File: config.mk
export PLATFORM = sky130hd
export DESIGN_NAME = sup_reset_seq
export DESIGN_NICKNAME = d
export VERILOG_FILES = /design/src/rtl/sup_reset_pkg.sv /design/src/rtl/sup_sync_cell.sv /design/src/rtl/sup_src_merge.sv /design/src/rtl/sup_stretch_timer.sv /design/src/rtl/sup_reset_seq.sv
export SDC_FILE = /design/constraint.sdc
export NUM_CORES = 1
export LEC_CHECK = 0
export BUFFER_PORTS_ARGS = -buffer_cell sky130_fd_sc_hd__buf_4
export CAP_MARGIN = 0
export CORE_MARGIN = 3
export CORE_UTILIZATION = 45
export CTS_CLUSTER_SIZE = 25
export DETAILED_ROUTE_END_ITERATION = 12
export HOLD_SLACK_MARGIN = 0.12
export PLACE_DENSITY_LB_ADDON = 0.08
export RECOVER_POWER = 50
export SLEW_MARGIN = 0
export SYNTH_ARGS = -nofsm -noshare
export SYNTH_HDL_FRONTEND = slang
export SYNTH_SLANG_ARGS = --single-unit
File: constraint.sdc
create_clock -name clk -period 4.65 [get_ports clk]
set_clock_uncertainty 0.15 [all_clocks]
set_input_delay 0.6975 -clock clk [delete_from_list [all_inputs] [get_ports clk]]
set_output_delay 0.6975 -clock clk [all_outputs]
set_load 0.005 [all_outputs]
File: src/rtl/sup_reset_pkg.sv
package sup_reset_pkg;

  // Phase of the reset sequencer
  typedef enum logic [1:0] {
    PH_HOLD    = 2'd0,  // a source is active
    PH_STRETCH = 2'd1,  // sources quiet, counting ticks
    PH_RUN     = 2'd2   // reset released
  } seq_phase_e;

  localparam int unsigned DEF_TIMEOUT_TICKS = 200;
  localparam int unsigned DEF_SYNC_STAGES   = 2;

endpackage

File: src/rtl/sup_sync_cell.sv
module sup_sync_cell #(
  parameter int unsigned STAGES    = 2,
  parameter logic        RESET_VAL = 1'b1
) (
  input  logic clk,
  input  logic arst_n,
  input  logic d_i,
  output logic q_o
);

  logic [STAGES-1:0] chain_q;

  generate
    for (genvar s = 0; s < STAGES; s++) begin : g_stage
      if (s == 0) begin : g_first
        always_ff @(posedge clk or negedge arst_n) begin
          if (!arst_n) chain_q[0] <= RESET_VAL;
          else         chain_q[0] <= d_i;
        end
      end else begin : g_next
        always_ff @(posedge clk or negedge arst_n) begin
          if (!arst_n) chain_q[s] <= RESET_VAL;
          else         chain_q[s] <= chain_q[s-1];
        end
      end
    end
  endgenerate

  assign q_o = chain_q[STAGES-1];

endmodule

File: src/rtl/sup_src_merge.sv
module sup_src_merge #(
  parameter int unsigned N_SRC = 2
) (
  input  logic [N_SRC-1:0] active_i,
  output logic             any_o
);

  always_comb begin
    any_o = 1'b0;
    for (int i = 0; i < N_SRC; i++) begin
      any_o = any_o | active_i[i];
    end
  end

endmodule

File: src/rtl/sup_stretch_timer.sv
module sup_stretch_timer
  import sup_reset_pkg::*;
#(
  parameter int unsigned TIMEOUT_TICKS = DEF_TIMEOUT_TICKS
) (
  input  logic clk,
  input  logic arst_n,
  input  logic tick_i,
  input  logic src_active_i,
  output logic rst_active_o,
  output logic rel_pulse_o
);

  localparam int unsigned CW = (TIMEOUT_TICKS < 2) ? 1 : $clog2(TIMEOUT_TICKS);
  localparam logic [CW-1:0] LAST = CW'(TIMEOUT_TICKS - 1);

  seq_phase_e phase_q;
  logic [CW-1:0] cnt_q;
  logic          rel_q;

  always_ff @(posedge clk or negedge arst_n) begin
    if (!arst_n) begin
      phase_q <= PH_HOLD;
      cnt_q   <= '0;
      rel_q   <= 1'b0;
    end else begin
      rel_q <= 1'b0;
      if (src_active_i) begin
        phase_q <= PH_HOLD;
        cnt_q   <= '0;
      end else begin
        unique case (phase_q)
          PH_HOLD: begin
            if (tick_i) begin
              if (cnt_q == LAST) begin
                phase_q <= PH_RUN;
                rel_q   <= 1'b1;
                cnt_q   <= '0;
              end else begin
                phase_q <= PH_STRETCH;
                cnt_q   <= cnt_q + 1'b1;
              end
            end
          end
          PH_STRETCH: begin
            if (tick_i) begin
              if (cnt_q == LAST) begin
                phase_q <= PH_RUN;
                rel_q   <= 1'b1;
                cnt_q   <= '0;
              end else begin
                cnt_q <= cnt_q + 1'b1;
              end
            end
          end
          PH_RUN: begin
            cnt_q <= '0;
          end
          default: begin
            phase_q <= PH_HOLD;
            cnt_q   <= '0;
          end
        endcase
      end
    end
  end

  assign rst_active_o = (phase_q != PH_RUN);
  assign rel_pulse_o  = rel_q;

endmodule

File: src/rtl/sup_reset_seq.sv
module sup_reset_seq
  import sup_reset_pkg::*;
#(
  parameter int unsigned TIMEOUT_TICKS = DEF_TIMEOUT_TICKS,
  parameter int unsigned SYNC_STAGES   = DEF_SYNC_STAGES
) (
  input  logic clk,
  input  logic arst_n,
  input  logic tick_i,
  input  logic supply_low_i,
  input  logic mr_n_i,
  output logic rst_n_o,
  output logic rst_o,
  output logic rel_pulse_o
);

  logic       mr_n_sync;
  logic [1:0] src_vec;
  logic       src_active;
  logic       rst_active;

  sup_sync_cell #(
    .STAGES   (SYNC_STAGES),
    .RESET_VAL(1'b1)
  ) u_mr_sync (
    .clk   (clk),
    .arst_n(arst_n),
    .d_i   (mr_n_i),
    .q_o   (mr_n_sync)
  );

  assign src_vec = {~mr_n_sync, supply_low_i};

  sup_src_merge #(
    .N_SRC(2)
  ) u_merge (
    .active_i(src_vec),
    .any_o   (src_active)
  );

  sup_stretch_timer #(
    .TIMEOUT_TICKS(TIMEOUT_TICKS)
  ) u_timer (
    .clk         (clk),
    .arst_n      (arst_n),
    .tick_i      (tick_i),
    .src_active_i(src_active),
    .rst_active_o(rst_active),
    .rel_pulse_o (rel_pulse_o)
  );

  assign rst_n_o = ~rst_active;
  assign rst_o   = rst_active;

endmodule

Yosys cells after proc, flatten, opt, wreduce, memory -nomap -nowiden
Cells that the tools add are included.
Storage, ports and cells
  register bits: 13
  output and inout port bits: 3
  word-level logic and storage cells: 35
Operators by class
  add/sub/neg operators: 1
  eq/ne operators: 9
  mux-type cells: 14
  bitwise gates (word level): 3
  reductions and logical operators: 3
Operators with widths (count)
  2-to-1 mux 8 bit: 4
  2-to-1 mux 2 bit: 5
  adder 8 x 1 -> 8 bit (second input constant): 1
  equality test 8 bit (second input constant): 1
  != test 3 bit (second input constant): 2
  case mux 2 bit (3 select lines): 1
  2-to-1 mux 1 bit: 4
  != test 2 bit (second input constant): 2
  AND reduction 4 bit: 1
  != test 3 x 1 -> 1 bit (second input constant): 1
  != test 3 x 2 -> 1 bit (second input constant): 1
  equality test 2 x 1 -> 1 bit (second input constant): 1
  equality test 2 bit (second input constant): 1
  logical NOT 2 bit: 1
  inverter 1 bit: 2
  OR reduction 2 bit: 1
  OR 1 bit: 1

Longest topological paths before layout
Gate-level depths: netlist of the first run.
  word-level depth: 5
  gate-level depth with buffers: 4
  depth with buffers taken out: 4

Hierarchy
A second synthesis of the first run with hierarchy kept.
Unflattened totals
  cells, all modules: 60
  area, all modules: 616.8 sq um
Modules (own cells, without submodules)
  sup_stretch_timer: times used 1, cells each 55, area each 550.5 sq um
  sup_sync_cell: times used 1, cells each 2, area each 52.6 sq um
  sup_reset_seq: times used 1, cells each 2, area each 7.5 sq um
  sup_src_merge: times used 1, cells each 1, area each 6.3 sq um

Worst setup path before layout of the first run
Ideal clock, no wire load.
  kind: input to register
  from: input supply_low_i
  to: register u_timer.cnt_q[7]
  setup time: 0.095 ns
  arrival: 1.742 ns
  path slack: 2.663 ns
  stages on the path: 4
  path buffers: 1
  cell sequence: or3b_1 -> buf_6 -> or4_1 -> o31ai_1
On the way
  word-level cells in the longest chain between the ends: 2
  elaborated cells between the ends (all ways): 3
  those cells by class: eq/ne: 1; mux: 1; bitwise: 1
Ends and longest elaborated chain
  from (decl): RTL line sup_reset_seq.sv:10  | input logic supply_low_i,
  OR 1 bit (*): RTL line sup_src_merge.sv:11  | any_o = any_o | active_i[i];
  != test 3 x 1 -> 1 bit (no source line) / 2-to-1 mux 8 bit (equally long branches)
  to (signal assigned): RTL line sup_stretch_timer.sv:41  | cnt_q <= cnt_q + 1'b1;
  to (signal assigned): RTL line sup_stretch_timer.sv:52  | cnt_q <= cnt_q + 1'b1;
  to (decl): RTL line sup_stretch_timer.sv:18  | logic [CW-1:0] cnt_q;
Every way passes the cells marked *; elsewhere a longest branch is shown, timed or not.
A chain may end at the register's enable or synchronous reset.

Worst setup path after layout of the first run
Same ends and word-level chain as after synthesis.

==> results of run 1 <==
what timing repair did:
item                       CTS  global route
setup endpoints to repair    0             0
setup buffers                0             0
hold buffers                 1             0
hold endpoints to repair    11             0
per-layer routing:
| metal | wire length (µm) | up-vias | GRT usage [%] |
|---|---|---|---|
| met3 | 44 | 7 | 2.490 |
| met4 | 44 | 0 | 9.036 |
| met5 | 0 | - | 0 |
| li1 | - | 254 | - |
| met2 | 532 | 10 | 24.13 |
| met1 | 620 | 252 | 19.58 |
sequential cells by signal, indices dropped and copies added, names as in the netlist:
name,count
u_timer.phase_q,2
u_mr_sync.q_o,1
u_timer.cnt_q,8
u_mr_sync.chain_q,1
u_timer.rel_pulse_o,1
power by group:
group	total, W	switching [W]	leakage [nW]	internal [W]
Clock	0.0000685	0.0000353	0.0150	0.0000332
Combinational	0.0000102	0.00000599	0.0944	0.00000425
Sequential	0.000117	0.00000113	0.174	0.000115
Total	0.000195	0.0000424	0.283	0.000153
cell type report:
class / instances / area, µm² / share of cell area [%]
clock buffer: 4 / 26.28 / 3.602
sequential: 13 / 327.8 / 44.94
tap: 15 / 18.77 / 2.573
inverter: 2 / 7.507 / 1.029
timing repair buffer: 8 / 58.81 / 8.062
multi-input combinational: 47 / 290.3 / 39.79
placed cells by master, fill, tap and decap left out, drive strengths merged:
master,instances
dfrtp,11
clkbuf,6
nand2,5
buf,5
nor2,4
a21oi,4
nor2b,3
nand2b,3
nand3,3
nand4,3
inv,2
nor4,2
nor3,2
or4,2
o21ai,2
xor2,2
o211ai,2
dfstp,2
or3b,2
o21a,1
a41oi,1
nand3b,1
o31ai,1
or3,1
nand4b,1
and4,1
ha,1
dlygate4sd3,1
cell families after synthesis:
family / after synthesis / synth area share [%]
compound gates: 11 / 10.66
xor+xnor: 2 / 2.714
fa+ha+maj: 1 / 1.938
buf+inv: 5 / 4.263
flops: 13 / 50.77
simple gates: 33 / 29.65
stage by stage:
stage | utilization (%) | hold WS (ns) | total power, W | instance area, µm²
2_1_floorplan | - | 0.1952 | 0.0001241 | 645.6
3_5_place_dp | 52.90 | 0.2023 | 0.0001288 | 696.9
3_3_place_gp | 52.90 | 0.1982 | 0.0001285 | 696.9
5_1_grt | 55.37 | 0.2177 | 0.0002025 | 729.5
4_1_cts | 55.65 | 0.2134 | 0.0001971 | 733.2
6_report | 55.37 | 0.2106 | 0.0001953 | 729.5
how the worst min path moves through the flow:
stage	from	end	slack [ns]
final	u_mr_sync.chain_q[0]	u_mr_sync.q_o	0.21
after CTS	u_mr_sync.chain_q[0]	u_mr_sync.q_o	0.21
after global routing	u_mr_sync.chain_q[0]	u_mr_sync.q_o	0.22
after detailed placement	u_mr_sync.chain_q[0]	u_mr_sync.q_o	0.20
after global placement	u_mr_sync.chain_q[0]	u_mr_sync.q_o	0.20
after floorplan	u_mr_sync.chain_q[0]	u_mr_sync.q_o	0.20
==> impl_results.md, run 1 <==
* Tcrit/Tclk final at 41.90%
* Pre-CTS WS at 2.441 ns
* Count of pins over their slew limit at 0
* Clk sink count at 13
* #FFs+latches synth at 13
* Die H at 43.88 µm
* Cts repair resizes at 0
* Clk_lat worst skew at 0.27 ns
* Setup Crit Path Kind: in2reg
* Via count at 523
* CP cell instances: buf_4 -> or3b_1 -> or4_1 -> o31ai_1
* Power Density at 267.7 nW/µm²
* Diodes inserted at 0
* # rows at 13
* Layout cells sized above 1 at 16.22%
* Critical Path AT at 1.98 ns
* Crit Path Max Fanout at 10
* Fmax at 513.3 MHz
* Final min period at 1.948 ns
* Largest incremental delay on the critical path at 0.56 ns
* CP Capture Type: flop
* GP Congestion at 0.7828
* Setup crit end: u_timer.cnt_q[7]
* Worst path depth at 4
* Total GRT Usage at 15.31%
* Root Buffer: clkbuf_4
* Largest net degree at the start of global routing at 14
* Final setup margin at 2.702 ns
* Synth top area share at 42.64%
* Detailed Place HPWL at 864.6 µm
* Sequential area share after synthesis at 50.78%
* Worst r2r path cells at 3
* Final Hold Viols at 0
* Core ar. at 1318 µm²
* # setup viols final at 0
* Yosys top cell by area: dfrtp_1
* Slew @ Worst Pin at 0.6584 ns
* Worst hold-check path type: reg2reg
* Fill cells at 124
* Post-synth EDFFs at 0
* Final TNS setup at 0 ns
* Unrepaired setup endpoints after global routing: no
* Async SR Flop Fraction at 100.0%
* Largest delay share family, worst path: simple AND/OR/NAND/NOR gates
* Io pins at 8
* Avg Cell Area, Syn at 9.933 µm²
* Mapped Area at 645.6 µm²
* CP Buf/Inv Count at 1
* Yosys warns at 0
* Clock slew at the register clock pins of the worst setup and hold paths at 0.07 ns
* Non-Filler Instances at 89
* CTS buffer count at 3
* First-pass GRT wire length at 2132 µm
* Clock buffer depth at 2
* Slowest library cell on the worst path: or4_1
* Max-cap violations at 0
* Min-Delay Path Depth at 0
* RR Endpoint: u_timer.cnt_q[7]
* Area Growth Syn to Fin at 12.98%
* Vias in the first global route at 512
* Placed Cells at 84
* Leak pwr at 0.2830 nW
* GRT overflow at 0
* Worst R2R Start: u_mr_sync.q_o
* Average vias per placed instance at 5.876
* Most common cell in the synthesized netlist: dfrtp_1
* Worst vdd ir at 0.0001919 V
* Syn nets at 71
* Rel. slew slack at 56.11%
* CTS tree: done
* Final wirelength at 1242 µm
* Synth top area cells: dfrtp_1 (43%), dfstp_2 (8.1%), a21oi_1 (3.1%)
* Post-synth cell types at 29
* Net count, final at 81
* Most used DFF post-synth: dfrtp_1
* ANT nets after route at 0
* Crit. Startpoint: supply_low_i
* Port buffer count at 7
* Most common library cells after synthesis: dfrtp_1 (11), nand2_1 (5), a21oi_1 (4), nor2_1 (4)
* DRT iter0 DRCs at 12
* Chip width at 43.88 µm
* Drt wl/cell at 13.96 µm
* Type of origin of the critical path: input port
* Crit path required time at 4.68 ns
* Initial Util at 49.00%
* DIE AREA at 1925 µm²
* Initial antenna violation count at 0
* Final routed DRC violation total at 0
* Drt first pass iters at 4
* Post-synthesis cell count at 65
* Reg-to-reg slack, setup at 2.72 ns
* H-tree Lvls at 1
* Status: finished, final reports clean
Power figures use the tool's default switching activity.
==> run 2, diff against run 1 <==
- clock period: 4.65 -> 1.9 ns (I/O delays scaled with it)
==> run 2 against run 1 <==
Net effect:
- clock power grew 150%
- hold slack got worse by 0.089 ns
- final area grew 3.4%
- non-clock buffer count grew 3
- via count grew 0.76%
- die area is the same
- total power up 150%
- register-to-register slack worse by 2.5 ns
- critical path depth decreased by 1
- largest power group unchanged
==> impl_results.md, run 2 (synthesis results as in run 1) <==
* Sw power at 0.0001046 W
* Via count at 527
* ANT nets after route at 0
* Clock slew at the register clock pins of the worst setup and hold paths at 0.08 ns
* Crit Path Max Fanout at 2
* Final min period at 1.712 ns
* Core ar. at 1318 µm²
* Setup Crit Path Kind: reg2reg
* Total GRT Usage at 15.29%
* Final setup margin at 0.1882 ns
* CTS buffer count at 3
* GRT overflow at 0
* Final Hold Viols at 0
* Largest net degree at the start of global routing at 14
* Max reg flops at 8
* Diodes inserted at 0
* Fmax at 584.2 MHz
* Power Density at 638.1 nW/µm²
* Slowest library cell on the worst path: dfstp_2
* Type of origin of the critical path: flop
* Detailed Place HPWL at 865 µm
* Io pins at 8
* CTS tree: done
* Gate power share at 5.9%
* Chip width at 43.88 µm
* Initial Util at 49.00%
* Slew @ Worst Pin at 0.6862 ns
* Layout cells sized above 1 at 18.18%
* Post-CTS setup buffers at 0
* Biggest register: u_timer.cnt_q
* Net count, final at 84
* Util after Layout at 57.27%
* Critical Path AT at 1.74 ns
* Drt wl/cell at 13.22 µm
* Area Growth Syn to Fin at 16.86%
* DRT iter0 DRCs at 4
* H-tree Lvls at 1
* # rows at 13
* Crit. Startpoint: u_mr_sync.q_o
* Top Registers: u_timer.cnt_q: 8 flops, u_timer.phase_q: 2 flops
* Cell Int Power at 0.0003768 W
* Min-Delay Path Depth at 3
* Hold Path Origin: supply_low_i
* Commonest non-fill, non-tap cell in the layout: dfrtp_1
* GP Congestion at 0.7793
* Final wirelength at 1216 µm
* Worst hold-check path type: in2reg
* Leak pwr at 0.2960 nW
* Switching share of total power at 21.73%
* Worst R2R Start: u_mr_sync.q_o
* Cts repair resizes at 0
* Drt first pass iters at 4
* Status: finished, final reports clean
* Vias in the first global route at 483
* Final TNS setup at 0 ns
* Worst r2r path cells at 3
* Non-Filler Instances at 92
* Max-cap violations at 0
* Sequential power share at 59.2%
* Final hold slack at 0.1218 ns
* Clk sink count at 13
* Root Buffer: clkbuf_4
* Leading cell types in the layout, fill and taps excluded: dfrtp_1 (11), buf_4 (8), nand2_1 (5), nor2_1 (4), a21oi_1 (4)
* Rel. slew slack at 54.26%
* Clk pwr share at 34.9%
* Pre-CTS WS at 0.2107 ns
* CP Capture Type: flop
* Port buffer count at 7
* Cts hold-fix bufs at 2
* Placed Cells at 86
* Average vias per placed instance at 5.728
* Crit path required time at 1.93 ns
* DIE AREA at 1925 µm²
* Die H at 43.88 µm
* Clock buffer depth at 2
* First-pass GRT wire length at 2118 µm
* CP cell instances: or3b_1 -> or4_1 -> o31ai_1
* Initial antenna violation count at 0
* Clk_lat worst skew at 0.27 ns
* Count of pins over their slew limit at 0
* Final routed DRC violation total at 0
* Tcrit/Tclk final at 90.09%
* Unrepaired setup endpoints after global routing: no
* # setup viols final at 0
* Largest incremental delay on the critical path at 0.53 ns
* Worst vdd ir at 0.0004879 V
[run 2: changes by cell type in the layout (fill, tap and decap cells not counted), sizes merged]
cell / delta
dlygate4sd3: +1
clkbuf: -1
buf: +3
[run 2: path summary, 6_finish.rpt]
check / end / slack, ns
max in group asynchronous: u_timer.cnt_q[0] / 0.75
hold / removal: u_timer.phase_q[1] / 0.12
setup reg to reg: u_timer.cnt_q[7] / 0.19
hold reg to reg: u_mr_sync.q_o / 0.21
min in group asynchronous: u_timer.cnt_q[5] / 0.41
setup / recovery: u_timer.cnt_q[7] / 0.19
[run 2: cell type report]
class | count | area (µm²)
clock buffers | 4 | 26.28
repair buffers | 11 | 83.83
multi-input cells | 47 | 290.3
well taps | 15 | 18.77
flip-flops and latches | 13 | 327.8
fillers | 122 | 563.0
inverters | 2 | 7.507
[run 2: metrics by stage]
step,total power [W],instance area [µm²]
5_1_grt,0.0005094,754.5
6_report,0.0004814,754.5
2_1_floorplan,0.0003037,645.6
3_5_place_dp,0.0003170,711.9
4_1_cts,0.0004883,758.2
3_3_place_gp,0.0003162,711.9
[run 2: routing by layer]
| metal | wire [µm] | vias up | global-route usage, % |
|---|---|---|---|
| met5 | 0 | - | 0 |
| met3 | 47 | 2 | 3.734 |
| met2 | 590 | 10 | 23.84 |
| met4 | 12 | 0 | 5.422 |
| met1 | 565 | 252 | 20.52 |
| li1 | - | 263 | - |
[run 2: power groups by stage]
stage               Clock (W)  Combinational, W  Sequential, W
CTS                  0.000174         0.0000297       0.000285
detailed placement          0         0.0000266       0.000290
floorplan                   0         0.0000138       0.000290
finish               0.000168         0.0000283       0.000285
global route         0.000191         0.0000322       0.000286
global placement            0         0.0000260       0.000290
[run 2: critical path: cells and delay by family, from the launching register on]
| family | cells | cell delay (ns) |
|---|---|---|
| simple gates | 2 | 0.87 |
| flops | 1 | 0.53 |
| compound gates | 1 | 0.08 |
==> run 3, diff against run 2 <==
==> constraint.sdc (replaced) <==
create_clock -name clk -period 1.9 [get_ports clk]
set_clock_uncertainty 0.15 [all_clocks]
set_input_delay 0.285 -clock clk [delete_from_list [all_inputs] [get_ports clk]]
set_output_delay 0.285 -clock clk [all_outputs]
set_load 0.05 [all_outputs]
==> run 3 against run 2 <==
Net effect:
- die area unchanged
- highest routed layer unchanged
- clock power about the same
- sequential power is essentially flat
==> impl_results.md, run 3 (synthesis results as in run 1) <==
* # rows at 13
* Min-Delay Path Depth at 3
* Worst r2r path cells at 3
* Placed Area at 714.4 µm²
* Area Growth Syn to Fin at 18.80%
* Drt first pass iters at 2
* Max-cap violations at 0
* Hold Path Origin: tick_i
* Unrepaired setup endpoints after global routing: no
* Worst vdd ir at 0.0003759 V
* Crit path required time at 1.94 ns
* H-tree Lvls at 1
* Type of origin of the critical path: flop
* Crit Path Max Fanout at 2
* CP cell instances: or3b_1 -> or4_1 -> o31ai_1
* Root Buffer: clkbuf_4
* Fill cells at 116
* Clock slew at the register clock pins of the worst setup and hold paths at 0.08 ns
* Vias in the first global route at 427
* Sw power at 0.0001020 W
* Crit. Startpoint: u_mr_sync.q_o
* Hold path endpoint: u_timer.phase_q[0]
* Leak pwr at 0.3001 nW
* Cts repair resizes at 0
* Worst hold-check path type: in2reg
* Core ar. at 1318 µm²
* Reg-to-reg slack, setup at 0.21 ns
* CP Buf/Inv Count at 0
* Final setup margin at 0.2115 ns
* Detailed Place HPWL at 842 µm
* Leading cell types in the layout, fill and taps excluded: dfrtp_1 (11), buf_4 (8), nand2_1 (5), nor2_1 (4), a21oi_1 (4)
* Max reg flops at 8
* Cell Int Power at 0.0003786 W
* Total GRT Usage at 14.01%
* Non-Filler Instances at 93
* Top Registers: u_timer.cnt_q: 8 flops, u_timer.phase_q: 2 flops
* Final wirelength at 1193 µm
* Worst R2R Start: u_mr_sync.q_o
* # setup viols final at 0
* Diodes inserted at 0
* Clk sink count at 13
* Clk_lat worst skew at 0.28 ns
* Gate power share at 6.2%
* CP Capture Type: flop
* Biggest register: u_timer.cnt_q
* Setup Crit Path Kind: reg2reg
* Layout cells sized above 1 at 19.23%
* Sequential power share at 59.3%
* Fin area at 767.0 µm²
* Io pins at 8
* Pre-CTS WS at 0.2007 ns
* Die H at 43.88 µm
* DRT iter0 DRCs at 10
* Largest delay share family, worst path: simple AND/OR/NAND/NOR gates
* Largest incremental delay on the critical path at 0.52 ns
* DIE AREA at 1925 µm²
* Drt wl/cell at 12.83 µm
* CTS buffer count at 3
* Clk pwr share at 34.5%
* Total power at 0.0004806 W
* Power Density at 626.6 nW/µm²
* Final Hold Viols at 0
* Initial Util at 49.00%
* GP Congestion at 0.7888
* Placed Cells at 86
* Port buffer count at 7
* Fmax at 592.2 MHz
* Chip width at 43.88 µm
* Via count at 502
* Final min period at 1.688 ns
* ANT nets after route at 0
* Final routed DRC violation total at 0
* First-pass GRT wire length at 1883 µm
* Critical Path AT at 1.73 ns
* Final TNS setup at 0 ns
* Slew @ Worst Pin at 0.6602 ns
* Clock buffer depth at 2
* Initial antenna violation count at 0
* Tcrit/Tclk final at 88.87%
* RR Endpoint: u_timer.cnt_q[7]
* Slowest library cell on the worst path: dfstp_2
* Switching share of total power at 21.23%
* Rel. slew slack at 55.99%
* Net count, final at 85
* Largest net degree at the start of global routing at 14
* GRT overflow at 0
* Commonest non-fill, non-tap cell in the layout: dfrtp_1
* Average vias per placed instance at 5.398
* Status: finished, final reports clean
* CTS tree: done
* Count of pins over their slew limit at 0
[run 3: changes by cell type in the layout (fill, tap and decap cells not counted), sizes merged]
cell,change
dlygate4sd3,+1
[run 3: metal layers]
layer,up-vias,track usage (%),part of all wire [%],routed length (µm)
met5,-,0,0,0
met4,0,5.422,1.1,13
met3,2,7.469,6.0,71
met2,9,20.64,45,536
met1,231,17.14,48,570
li1,260,-,-,-
[run 3: per-stage QoR]
step	hold WS (ns)	utilization [%]
final	0.1766	58.21
after global routing	0.1915	58.21
after CTS	0.1201	57.74
after detailed placement	-0.01537	54.23
after global placement	-0.01515	54.23
after floorplan	-0.1606	-
[run 3: layout make-up]
| class | instances | area, µm² | share of cell area, % |
|---|---|---|---|
| multi-input combinational | 47 | 292.8 | 38.17 |
| tap | 15 | 18.77 | 2.447 |
| timing repair buffer | 12 | 93.84 | 12.23 |
| inverter | 2 | 7.507 | 0.9788 |
| clock buffer | 4 | 26.28 | 3.426 |
| sequential | 13 | 327.8 | 42.74 |
[run 3: worst max-delay path by stage]
| stage | to | slack [ns] | cells after the start |
|---|---|---|---|
| final | u_timer.cnt_q[7] | 0.21 | 3 |
| after global routing | u_timer.cnt_q[7] | 0.15 | 3 |
| after CTS | u_timer.cnt_q[7] | 0.20 | 3 |
| after detailed placement | u_timer.cnt_q[7] | 0.20 | 3 |
| after global placement | u_timer.cnt_q[7] | 0.24 | 3 |
| after floorplan | u_timer.cnt_q[7] | 0.12 | 4 |
[run 3: repair_timing]
item / CTS / global route
hold buffers: 2 / 1
buffers inserted: 0 / 0
hold endpoints to repair: 14 / 1
setup endpoints to repair: 0 / 0
[run 3: power groups by stage]
stage / registers [W] / logic (W) / clock network [W]
global placement: 0.000290 / 0.0000262 / 0
detailed placement: 0.000290 / 0.0000265 / 0
floorplan: 0.000290 / 0.0000138 / 0
finish: 0.000285 / 0.0000298 / 0.000166
CTS: 0.000285 / 0.0000296 / 0.000171
global route: 0.000286 / 0.0000335 / 0.000186
[run 3: worst reg2reg max path, stage by stage, from the launching register on]
cell and delay (ns):
dfstp_2 0.52, or3b_1 0.36, or4_1 0.51, o31ai_1 0.08
